===== config.mk =====
export PLATFORM = sky130hd
export DESIGN_NAME = fault_status_reg
export DESIGN_NICKNAME = d
export VERILOG_FILES = /design/src/rtl/fault_status_reg.sv
export SDC_FILE = /design/constraint.sdc
export NUM_CORES = 1
export LEC_CHECK = 0
export CAP_MARGIN = 10
export CORE_MARGIN = 4
export CORE_UTILIZATION = 30
export CTS_CLUSTER_SIZE = 28
export DETAILED_ROUTE_END_ITERATION = 12
export PLACE_DENSITY = 0.69
export SLEW_MARGIN = 20
export SYNTH_ARGS = -nofsm -noshare
export SYNTH_HDL_FRONTEND = slang
export SYNTH_SLANG_ARGS = --single-unit
export TNS_END_PERCENT = 1

===== constraint.sdc =====
create_clock -name clk -period 0.8 [get_ports clk]
set_input_delay 0.16 -clock clk [delete_from_list [all_inputs] [get_ports clk]]
set_output_delay 0.16 -clock clk [all_outputs]
set_load 0.1 [all_outputs]

===== src/rtl/fault_status_reg.sv =====
module fault_status_reg #(
  parameter int ADDR_W  = 12,
  parameter int REG_OFS = 'h28
) (
  input  logic              clk,
  input  logic              rst_n,
  input  logic              acc_en,
  input  logic              acc_wr,
  input  logic [1:0]        acc_size,
  input  logic [ADDR_W-1:0] acc_addr,
  input  logic [31:0]       acc_wdata,
  output logic [31:0]       acc_rdata,
  input  logic [7:0]        mm_evt,
  input  logic [7:0]        bus_evt,
  input  logic              divz_evt,
  input  logic              unal_evt,
  input  logic              unal_wide_evt,
  input  logic              nocop_evt,
  input  logic              badpc_evt,
  input  logic              badstate_evt,
  input  logic              undef_evt,
  input  logic              divz_trap_en,
  input  logic              unal_trap_en,
  output logic              usage_pend,
  output logic              bus_pend,
  output logic              mm_pend
);

  localparam logic [ADDR_W-1:0] OFS_V   = ADDR_W'(REG_OFS);
  localparam logic [7:0]        MM_IMPL = 8'hBB;
  localparam logic [7:0]        BF_IMPL = 8'hBF;
  localparam logic [15:0]       UF_IMPL = 16'h030F;
  localparam logic [31:0]       IMPL    = {UF_IMPL, BF_IMPL, MM_IMPL};

  logic [31:0] stat_q;
  logic [3:0]  lane;
  logic [31:0] bmask, clr, set;
  logic        word_hit;

  assign word_hit = (acc_addr[ADDR_W-1:2] == OFS_V[ADDR_W-1:2]);

  always_comb begin
    lane = 4'b0000;
    case (acc_size)
      2'd0: lane = 4'b0001 << acc_addr[1:0];
      2'd1: if (!acc_addr[0]) lane = acc_addr[1] ? 4'b1100 : 4'b0011;
      2'd2: if (acc_addr[1:0] == 2'b00) lane = 4'b1111;
      default: lane = 4'b0000;
    endcase
    if (!acc_en || !word_hit) lane = 4'b0000;
  end

  assign bmask = {{8{lane[3]}}, {8{lane[2]}}, {8{lane[1]}}, {8{lane[0]}}};
  assign clr   = acc_wr ? (acc_wdata & bmask) : 32'h0;

  assign set = {6'b0,
                divz_evt & divz_trap_en,
                unal_wide_evt | (unal_evt & unal_trap_en),
                4'b0,
                nocop_evt, badpc_evt, badstate_evt, undef_evt,
                bus_evt,
                mm_evt} & IMPL;

  always_ff @(posedge clk or negedge rst_n) begin
    if (!rst_n) stat_q <= 32'h0;
    else        stat_q <= ((stat_q & ~clr) | set) & IMPL;
  end

  always_ff @(posedge clk or negedge rst_n) begin
    if (!rst_n)                 acc_rdata <= 32'h0;
    else if (acc_en && !acc_wr) acc_rdata <= stat_q & bmask;
  end

  assign usage_pend = |stat_q[31:16];
  assign bus_pend   = |stat_q[14:8];
  assign mm_pend    = |stat_q[6:0];


  rsvd_zero_chk: assert property (@(posedge clk) disable iff (!rst_n)
    (acc_rdata & ~IMPL) == 32'h0);


  sticky_hold_chk: assert property (@(posedge clk) disable iff (!rst_n)
    stat_q[16] && !(acc_en && acc_wr) |=> stat_q[16]);


  divz_gate_chk: assert property (@(posedge clk) disable iff (!rst_n)
    divz_evt && !divz_trap_en && !stat_q[25] |=> !stat_q[25]);


  unal_wide_chk: assert property (@(posedge clk) disable iff (!rst_n)
    unal_wide_evt |=> stat_q[24]);


  set_wins_chk: assert property (@(posedge clk) disable iff (!rst_n)
    divz_evt && divz_trap_en |=> stat_q[25]);


  foreign_addr_chk: assert property (@(posedge clk) disable iff (!rst_n)
    acc_en && acc_wr && (acc_addr[ADDR_W-1:2] != OFS_V[ADDR_W-1:2])
    |=> (stat_q & $past(stat_q)) == $past(stat_q));


  mm_pend_src_chk: assert property (@(posedge clk) disable iff (!rst_n)
    $rose(mm_pend) |-> $past(|mm_evt[6:0]));

endmodule


# == After elaboration in Yosys (flattened, before gate mapping) ==
# Cells that the tools add are included.
# classes
n_eq_ne,3
muxes,6
reduce_logical,10
bitwise_logic,8
shift,1
# op_table
cell,count
$and A26 B26 Y26,2
$and A26 B32 Y32,1
$mux W26,1
$not A26 Y26,1
$or A26 B26 Y26,1
$mux W4,4
$pmux W4 S3,1
$reduce_or A6 Y1,2
$eq A10 B4 Y1 const B,1
$reduce_or A5 Y1,1
$logic_not A2 Y1,2
$shl A1 B2 Y4 const A,1
$logic_not A1 Y1,3
$and A1 B1 Y1,2
$eq A2 B1 Y1 const B,1
$eq A2 B2 Y1 const B,1
$logic_and A1 B1 Y1,1
$logic_or A1 B1 Y1,1
$or A1 B1 Y1,1
# word_totals
output_inout_bits,35
word_cells,30
in_bits,75
reg_bits,51

# == Longest topological paths before layout ==
# Gate-level depths: netlist of the first run.
# logic_depth
ltp_word,9
mapped_depth,5
mapped_depth_nobuf,4

# == Least setup slack after synthesis of the first run ==
# No wires, ideal clock.
# synth_timing
path_type,register -> output
from,register stat_q[11]
to,output port bus_pend
slack_ns,-0.566
path_stages_with_launch,3
required_time_ns,0.640
arrival_time_ns,1.206
path_buffers,0
path_cell_list,dfrtp_1 nor4_1 nand2_1
# synth_between
elab_chain_len,1
# synth_lines
element,line_no,source
start: declaration,35,logic [31:0] stat_q;
start signal: assignment,66,else stat_q <= ((stat_q & ~clr) | set) & IMPL;
$reduce_or A6 Y1,75,assign bus_pend = |stat_q[14:8];
end: declaration,25,"output logic bus_pend,"
# Every way passes these cells.

# == Worst setup path after layout of the first run ==
# Ends and elaborated chain as after synthesis.

==> qor.yml, run 1 <==
clock_tree:
  cts_buffers: 5
  h-tree-depth: 2
  path_clk_slew_ns: 0.07
  clkLatencyLatePin_ns: 0.28
  root_buffer: "clkbuf_8"
  clk_path_buf_depth: 2
  cts_tree: "built"
  clock-sinks: 38
die:
  chipHeight_um: 86.1
  ios: 110
  fp-row-count: 28
  dieArea_mm2: 0.00742
  die_x_um: 86.1
  coreArea_mm2: 0.00592
  start_util_pct: 30.9
power:
  switchingPower_mw: 1.09
  pwr-share-comb_pct: 20.7
  irDropWorstVdd_mv: 0.629
  p_total_mw: 3.93
  power_density_mw_per_mm2: 1180
  p_clk_share_pct: 30.4
  leakage_nw: 1.43
  p_seq_share_pct: 48.9
  p_sw_share_pct: 27.8
  intPower_mw: 2.83
sta:
  fmax_mhz: 690
  hold_violations: 0
  fin_crit_ns: 1.45
  setup_slack_ns: -0.648
  drv_slew: 0
  finalSetupViolations: 60
  fin_skew_ns: 0.00456
  fin_crit_sh_pct: 181
  rsz0062_at_grt: "yes"
worst_setup_path:
  cp-end-kind: "primary output"
  reg2reg_to: "stat_q[24]"
  cp.required_ns: 0.64
  r2r_start: "stat_q[24]"
  worstSetupPathType: "reg2out"
  r2r_cells: 2
  crit_fanout: 2
  rrSetupSlack_ns: -0.19
  arrival_ns: 1.29
  startpoint_type: "flop"
global_route:
  antenna_found_initial: 0
  grt_pass1_vias: 1803
  grt_first_pass_wirelength_um: 7880
  overflow: 0
  grt_start_max_net_pins: 39
  grt.total_usage_pct: 13.6
routing:
  drc_errors: 0
  via_per_inst: 4.56
  via_count: 1691
  ant_nets: 0
  route.detailed.wl_per_inst_um: 13.3
  drt_iter0_drc: 48
  wirelength_um: 4920
  dr.pass1.iters: 4
synth:
  avgSynthCellArea_um2: 10.5
  async_reset_ff_share_pct: 100
  yosysSeqAreaShare_pct: 51.9
  yosys_warnings: 0
  postSynthCellCount: 174
  synth_cell_types: 32
  ys_ff_latch: 38
  synth_area_mm2: 0.00183
  synth_edf_count: 0
  synth_ff_type: "dfrtp_1"
final_layout:
  fill_cells: 504
  layout_common_cells: "41 x clkdlybuf4s50_1, 38 x dfrtp_1, 35 x buf_4, 23 x buf_12"
  fin_cells: 371
  antenna_cells: 0
  fin_area_mm2: 0.00332
  multi_input_area_um2: 858
  drive_gt1_share_pct: 34.1
  nets: 371
  final_common_cell: "clkdlybuf4s50_1"
  utilization_pct: 56.1
  ff_latch_area_um2: 951
  syn_to_final_growth_pct: 81.6
run_status:
  status: "finished, violations left"
  violations: "negative setup slack"
place:
  io_buffers: 80
  dp.cells: 360
  dp_hpwl_um: 3990
  place.gp.congestion: 0.752
  placed_area_mm2: 0.00316
min_path:
  hold_class: "in2async"
job:
  maxCapViolations: 0
Yosys cell counts, types with 2 or more instances:
library cell / count / area (um^2)
nand2b_1: 8 / 50.1
nand3_1: 2 / 10.0
nor3_1: 2 / 10.0
o21ai_0: 6 / 30.0
buf_4: 13 / 97.6
a22o_1: 19 / 166
o31ai_1: 2 / 15.0
dfrtp_1: 38 / 951
a31oi_1: 7 / 43.8
clkbuf_1: 3 / 11.3
nor2_1: 19 / 71.3
nor4_1: 2 / 12.5
a21oi_1: 4 / 20.0
inv_1: 9 / 33.8
nor4_4: 2 / 42.5
nor4b_4: 2 / 47.6
nand2_1: 19 / 71.3
nand4_1: 3 / 18.8
per-stage QoR:
step | hold WS, ns | setup TNS (ns) | setup WS (ns)
after floorplan | -0.136 | -22.44 | -0.473
after global placement | 0.137 | -37.20 | -0.995
after detailed placement | 0.140 | -39.05 | -1.05
after CTS | 0.372 | -19.68 | -0.671
after global routing | 0.378 | -22.80 | -0.710
final | 0.369 | -18.79 | -0.648
final cells by class:
type,count,area share [%]
tap,75,2.82
timing repair buffer,120,39.4
sequential,38,28.6
inverter,9,1.02
multi-input combinational,122,25.8
clock buffer,5,2.07
clock inverter,2,0.301
power groups by stage:
stage / combinational (mW) / sequential [mW] / clock [mW]
after floorplan: 0.431 / 1.96 / 0
after global placement: 0.804 / 1.96 / 0
after detailed placement: 0.808 / 1.96 / 0
after CTS: 0.809 / 1.92 / 1.25
after global routing: 0.866 / 1.92 / 1.32
final: 0.814 / 1.92 / 1.19
sequential cells by signal, summed over array words and instances, names as in the netlist:
register	cells
acc_rdata	19
stat_q	19
metal layers:
layer / GRT usage (%) / part of all wire, % / up-vias
li1: - / - / 838
met1: 14.9 / 39 / 789
met2: 25.4 / 53 / 59
met3: 2.79 / 6.8 / 5
met4: 4.75 / 1.2 / 0
met5: 0 / 0 / -
worst max-delay path by stage:
| stage | start | cells after the start | slack [ns] | to |
|---|---|---|---|---|
| after global placement | acc_addr[8] | 6 | -1.0 | stat_q[15] |
| after floorplan | acc_addr[7] | 4 | -0.47 | stat_q[10] |
| after detailed placement | acc_addr[8] | 6 | -1.05 | stat_q[15] |
| after global routing | stat_q[11] | 3 | -0.71 | bus_pend |
| after CTS | stat_q[11] | 3 | -0.67 | bus_pend |
| final | stat_q[11] | 3 | -0.65 | bus_pend |
critical path, stage by stage, from the launching register on:
cell     delay [ns]
dfrtp_1        0.41
nor4_4         0.31
nand2_2        0.11
buf_12         0.17
cell families after synthesis:
kind of cell / count (synthesis) / share of synthesized area [%]
flops: 38 / 51.9
mux: 1 / 0.547
simple gates: 64 / 21.4
other cells: 1 / 0.205
compound gates: 42 / 16.9
buf+inv: 26 / 8.06
xor+xnor: 2 / 0.957
timing repair:
action                                  in CTS  in global routing
endpoints found under the setup margin      60                 60
pin swaps                                   20                 17
hold buffers                                 1                  0
setup buffers                                3                  0
gates resized for setup                     54                 12
endpoints found under the hold margin       38                  0
(Power assumes the default switching activity.)
==> run 2: changes to the inputs <==
--- a/config.mk
+++ b/config.mk
@@ -7,11 +7,11 @@
 export LEC_CHECK = 0
 export CAP_MARGIN = 10
 export CORE_MARGIN = 4
-export CORE_UTILIZATION = 30
+export CORE_UTILIZATION = 34
 export CTS_CLUSTER_SIZE = 28
 export DETAILED_ROUTE_END_ITERATION = 12
-export PLACE_DENSITY = 0.69
-export SLEW_MARGIN = 20
+export PLACE_DENSITY = 0.77
+export SLEW_MARGIN = 25
 export SYNTH_ARGS = -nofsm -noshare
 export SYNTH_HDL_FRONTEND = slang
 export SYNTH_SLANG_ARGS = --single-unit
==> run 2 against run 1 <==
Effect of this change:
- first-iteration DRC count up 25%
- global-route usage is 2.1 points higher
- routed wire length is 0.18% lower
- sequential share of layout area barely moved
- largest cell class unchanged
- register-to-register slack better by 0.08 ns
- the run still ends with negative setup slack left
- flip-flop and latch count is the same
==> qor.yml, run 2 (synthesized netlist as in run 1, its figures left out) <==
place:
  placed_area_mm2: 0.00317  # +0.28%
  dp_hpwl_um: 3880  # -2.7%
  preCtsSetupSlack_ns: -1.09  # -0.0350 ns
  place.gp.congestion: 0.800  # +6.3%
  io_buffers: 80  # unchanged
  dp.cells: 357  # -0.83%
final_layout:
  antenna_cells: 0  # unchanged
  drive_gt1_share_pct: 32.3  # -1.8 points
  layout_common_cells: "41 x clkdlybuf4s50_1, 38 x dfrtp_1, 37 x buf_4, 23 x buf_12"
  syn_to_final_growth_pct: 81.8
  fin_area_mm2: 0.00333  # +0.11%
  largest_registers: "acc_rdata x19, stat_q x19"
  nets: 371  # unchanged
  fin_cells: 367  # -1.1%
  final_common_cell: "clkdlybuf4s50_1"
power:
  leakage_nw: 1.45  # +0.98%
  p_seq_share_pct: 47.4  # -1.5 points
  power_density_mw_per_mm2: 1220  # +3.1%
  intPower_mw: 2.95  # +4.0%
  irDropWorstVdd_mv: 0.703  # +12%
  switchingPower_mw: 1.11  # +1.3%
  p_clk_share_pct: 32.6  # +2.2 points
  pwr-share-comb_pct: 20.1  # -0.6 points
  p_sw_share_pct: 27.3  # -0.53 points
die:
  die_x_um: 81.4  # -5.5%
  fp-row-count: 26  # -7.1%
  dieArea_mm2: 0.00662  # -11%
  start_util_pct: 35.4  # +4.5 points
  chipHeight_um: 81.4  # -5.5%
  ios: 110  # unchanged
  coreArea_mm2: 0.00517  # -13%
sta:
  fin_skew_ns: 0.00245  # -0.00211 ns
  fmax_mhz: 699  # +1.2%
  rsz0062_at_grt: "yes"
  final.setup.tns_ns: -19.25  # -0.458 ns
  hold_violations: 0  # unchanged
  fin_crit_sh_pct: 179  # -2.2 points
  drv_slew: 0  # unchanged
  setup_slack_ns: -0.630  # +0.0179 ns
  finalSetupViolations: 60  # unchanged
  fin_crit_ns: 1.43  # -0.0179 ns
worst_setup_path:
  cp-end-kind: "primary output"
  worstSetupPathType: "reg2out"
  cp-startpoint: "stat_q[25]"
  r2r_start: "stat_q[24]"
  arrival_ns: 1.27  # -0.02 ns
  crit_fanout: 2  # unchanged
  cp.required_ns: 0.64  # about the same
  startpoint_type: "flop"
run_status:
  violations: "negative setup slack"
  status: "finished, violations left"
job:
  maxCapViolations: 0  # unchanged
routing:
  drt_iter0_drc: 60  # +25%
  route.detailed.wl_per_inst_um: 13.4  # +0.90%
  via_count: 1692  # +0.059%
  dr.pass1.iters: 4  # unchanged
  ant_nets: 0  # unchanged
  drc_errors: 0  # unchanged
  via_per_inst: 4.61  # +1.1%
  wirelength_um: 4910  # -0.18%
clock_tree:
  root_buffer: "clkbuf_8"
  cts_buffers: 5  # unchanged
  clk_path_buf_depth: 2  # unchanged
  path_clk_slew_ns: 0.07  # about the same
  h-tree-depth: 2  # unchanged
  cts_tree: "built"
  clkLatencyLatePin_ns: 0.28  # about the same
  clock-sinks: 38  # unchanged
global_route:
  overflow: 0  # unchanged
  antenna_found_initial: 0  # unchanged
  grt_first_pass_wirelength_um: 7780  # -1.3%
  grt_start_max_net_pins: 39  # unchanged
  grt.total_usage_pct: 15.7  # +2.1 points
  grt_pass1_vias: 1704  # -5.5%
min_path:
  hold_class: "in2reg"
  min_from: "acc_addr[6]"
==> run 2: cell types whose count changed in the layout (fill, tap and decap cells not counted), sizes merged <==
cell | before | now
clkbuf | 7 | 8
clkinv | 2 | 1
dlygate4sd2 | 6 | 3
dlymetal6s2s | 0 | 1
clkdlybuf4s15 | 2 | 5
==> run 2: critical path, cell delays in order (launching register included) <==
cell     delay (ns)
dfrtp_1        0.41
nor4_4         0.30
nand2_2        0.10
buf_12         0.18
==> run 2: power by group through the flow <==
stage               logic, mW  registers (mW)  clock network, mW
floorplan               0.431            1.96                  0
global placement        0.810            1.96                  0
detailed placement      0.816            1.96                  0
CTS                     0.815            1.92               1.37
global route            0.867            1.92               1.45
finish                  0.815            1.92               1.32
==> run 2: final cells by class <==
type,count,area (um^2)
Clock buffer,7,86.3
Clock inverter,1,5.00
Fill cell,404,1840
Inverter,9,33.8
Multi-Input combinational cell,122,853
Sequential cell,38,951
Tap cell,70,87.6
Timing Repair Buffer,120,1310
==> run 2: per-stage QoR <==
stage,util (%),power [mW],hold slack (ns)
after global routing,64.3,4.23,0.327
after global placement,61.2,2.77,0.136
after detailed placement,61.2,2.77,0.139
after floorplan,-,2.39,-0.136
after CTS,63.7,4.10,0.255
final,64.3,4.06,0.298
==> run 2: timing repair <==
item,4_1_cts,5_1_grt
endpoints found under the setup margin,60,60
resized for setup,48,10
setup buffers,1,0
cloned,0,0
hold endpoints to repair,38,0
hold buffers,1,0
pin swaps,13,5
==> run 2: worst paths after layout <==
path | endpoint | slack (ns) | cells after the start
min in group asynchronous | stat_q[1] | 0.38 | 3
max in group asynchronous | acc_rdata[15] | 0.25 | 3
min reg2reg | acc_rdata[7] | 0.51 | 1
max | usage_pend | -0.63 | 3
min | stat_q[24] | 0.30 | 5
max reg2reg | stat_q[24] | -0.11 | 2
==> run 2: metal layers <==
layer  GRT usage (%)  wire length (um)
met4            6.59                61
met1            17.9              1840
met3            4.32               354
met2            27.4              2650
met5               0                 0
==> run 3: changes to the inputs <==
--- a/config.mk
+++ b/config.mk
@@ -10,7 +10,10 @@
 export CORE_UTILIZATION = 34
 export CTS_CLUSTER_SIZE = 28
 export DETAILED_ROUTE_END_ITERATION = 12
+export HOLD_SLACK_MARGIN = 0.02
 export PLACE_DENSITY = 0.77
+export RECOVER_POWER = 100
+export REMOVE_ABC_BUFFERS = 1
 export SLEW_MARGIN = 25
 export SYNTH_ARGS = -nofsm -noshare
 export SYNTH_HDL_FRONTEND = slang
==> run 3 against run 2 <==
Effect of this change:
- the run still ends with negative setup slack left
- routed wire length rose by 5.1%
- count of clock-buffer cells in the layout shrank 1
- utilization increased by 0.65 points
- sequential share of layout area is 0.29 points lower
- clock skew grew 0.0022 ns
- critical path depth unchanged
- via count is 1.7% higher
- sequential power hardly changed
- worst hold slack better by 0.0024 ns
- non-clock buffer count is 1 lower
- flip-flop and latch count unchanged
- power up 16%
- critical endpoint unchanged
- largest cell class unchanged
==> qor.yml, run 3 (synthesized netlist as in run 1, its figures left out) <==
global_route:
  grt_pass1_vias: 1697  # -0.41%
  antenna_found_initial: 0  # unchanged
  grt_first_pass_wirelength_um: 7910  # +1.8%
  overflow: 0  # unchanged
  grt.total_usage_pct: 15.8  # +0.18 points
  grt_start_max_net_pins: 39  # unchanged
worst_setup_path:
  crit_buf_inv: 1  # unchanged
  cp_slowest_cell: "dfrtp_1"
  worstSetupPathType: "reg2out"
  arrival_ns: 1.28  # about the same
  crit_fanout: 2  # unchanged
  slowest_delay_ns: 0.39  # -0.02 ns
  cp_top_family: "simple AND/OR/NAND/NOR gates"
  cp.required_ns: 0.64  # about the same
  startpoint_type: "flop"
  cp-end-kind: "primary output"
  crit_chain: "nor4_2, nand2_1, buf_12"
sta:
  setup_slack_ns: -0.637  # -0.00674 ns
  fin_skew_ns: 0.00468  # +0.00223 ns
  fin_crit_sh_pct: 180  # +0.84 points
  fmax_mhz: 696  # -0.47%
  fin_crit_ns: 1.44  # +0.00674 ns
  rsz0062_at_grt: "yes"
  drv_slew: 0  # unchanged
  final.setup.tns_ns: -17.95  # +1.30 ns
  finalSetupViolations: 60  # unchanged
  holdWs_ns: 0.301  # +0.00241 ns
  hold_violations: 0  # unchanged
final_layout:
  fin_cells: 366  # -0.27%
  drive_gt1_share_pct: 34.5  # +2.1 points
  largest_registers: "acc_rdata x19, stat_q x19"
  syn_to_final_growth_pct: 83.7
  nets: 370  # -0.27%
  antenna_cells: 0  # unchanged
  layout_common_cells: "41 x clkdlybuf4s50_1, 38 x dfrtp_1, 34 x buf_4, 22 x buf_12"
  final_common_cell: "clkdlybuf4s50_1"
die:
  ios: 110  # unchanged
  start_util_pct: 35.4  # unchanged
  coreArea_mm2: 0.00517  # unchanged
  fp-row-count: 26  # unchanged
  die_x_um: 81.4  # unchanged
  chipHeight_um: 81.4  # unchanged
  dieArea_mm2: 0.00662  # unchanged
clock_tree:
  clock-sinks: 38  # unchanged
  cts_buffers: 5  # unchanged
  h-tree-depth: 2  # unchanged
  root_buffer: "clkbuf_8"
  clkLatencyLatePin_ns: 0.29  # about the same
  cts_tree: "built"
  path_clk_slew_ns: 0.07  # about the same
  clk_path_buf_depth: 2  # unchanged
routing:
  dr.pass1.iters: 4  # unchanged
  route.detailed.wl_per_inst_um: 14.1  # +5.3%
  ant_nets: 0  # unchanged
  via_count: 1720  # +1.7%
  via_per_inst: 4.70  # +1.9%
  wirelength_um: 5160  # +5.1%
  drc_errors: 0  # unchanged
  drt_iter0_drc: 49  # -18%
run_status:
  violations: "negative setup slack"
  status: "finished, violations left"
power:
  switchingPower_mw: 1.15  # +3.4%
  power_density_mw_per_mm2: 1400  # +15%
  intPower_mw: 3.58  # +21%
  pwr-share-comb_pct: 17.2  # -2.9 points
  p_seq_share_pct: 40.6  # -6.8 points
  leakage_nw: 1.43  # -0.73%
  irDropWorstVdd_mv: 0.778  # +11%
  p_sw_share_pct: 24.2  # -3.1 points
  p_clk_share_pct: 42.1  # +9.5 points
place:
  dp_hpwl_um: 4090  # +5.2%
  io_buffers: 80  # unchanged
  place.gp.congestion: 0.839  # +4.9%
  dp.cells: 355  # -0.56%
  preCtsSetupSlack_ns: -1.08  # +0.00691 ns
min_path:
  hold_class: "in2reg"
job:
  maxCapViolations: 0  # unchanged
-- run 3: cell types whose count changed in the layout (fill, tap and decap cells not counted), sizes merged --
cell | previous run | this run
bufinv | 0 | 2
clkbuf | 8 | 9
clkdlybuf4s15 | 5 | 4
clkinv | 1 | 0
dlygate4sd2 | 3 | 2
dlymetal6s2s | 1 | 0
-- run 3: final timing paths --
check	startpoint	to	slack (ns)	cells past startpoint
min in group asynchronous	rst_n	stat_q[0]	0.40	3
worst max-delay path	stat_q[18]	usage_pend	-0.64	3
worst min-delay path	acc_addr[9]	stat_q[25]	0.30	5
worst min register to register	stat_q[15]	acc_rdata[15]	0.52	1
worst max register to register	stat_q[24]	stat_q[24]	-0.13	2
max in group asynchronous	rst_n	stat_q[9]	0.14	3
-- run 3: cell type report --
cell class	count	area, um^2
clock buffer	6	82.6
clock inverter	2	60.1
fill	413	1810
inverter	9	33.8
multi-input combinational	122	853
sequential	38	951
tap	70	87.6
timing repair buffer	119	1290
-- run 3: through the flow --
| stage | power, mW | area (um^2) | utilization (%) |
|---|---|---|---|
| after floorplan | 2.32 | 1760 | - |
| after global placement | 2.76 | 3150 | 60.9 |
| after detailed placement | 2.77 | 3150 | 60.9 |
| after CTS | 4.76 | 3340 | 64.5 |
| after global routing | 4.92 | 3360 | 65.0 |
| final | 4.72 | 3360 | 65.0 |
-- run 3: power groups by stage --
| stage | clock [mW] | sequential [mW] | combinational (mW) |
|---|---|---|---|
| 2_1_floorplan | 0 | 1.96 | 0.366 |
| 3_3_place_gp | 0 | 1.96 | 0.801 |
| 3_5_place_dp | 0 | 1.96 | 0.810 |
| 4_1_cts | 2.03 | 1.92 | 0.808 |
| 5_1_grt | 2.14 | 1.92 | 0.863 |
| 6_report | 1.99 | 1.92 | 0.813 |
-- run 3: worst reg2reg max path: stages (launching register included) --
cell	delay, ns
dfrtp_1	0.42
a221oi_1	0.31
nand2_1	0.08
-- run 3: per-layer routing --
metal  track usage (%)  share of wire (%)  vias up
met3              3.77                7.1        6
met5                 0                  0        -
met1              17.7                 37      810
met2              29.1                 54       68
met4              5.57                1.4        0
li1                  -                  -      836
-- run 3: what timing repair did --
action / CTS / global route
setup buffers: 2 / 0
hold endpoints to repair: 38 / 0
endpoints found under the setup margin: 60 / 60
pin swaps: 14 / 14
hold buffers: 1 / 0
resized for setup: 55 / 20
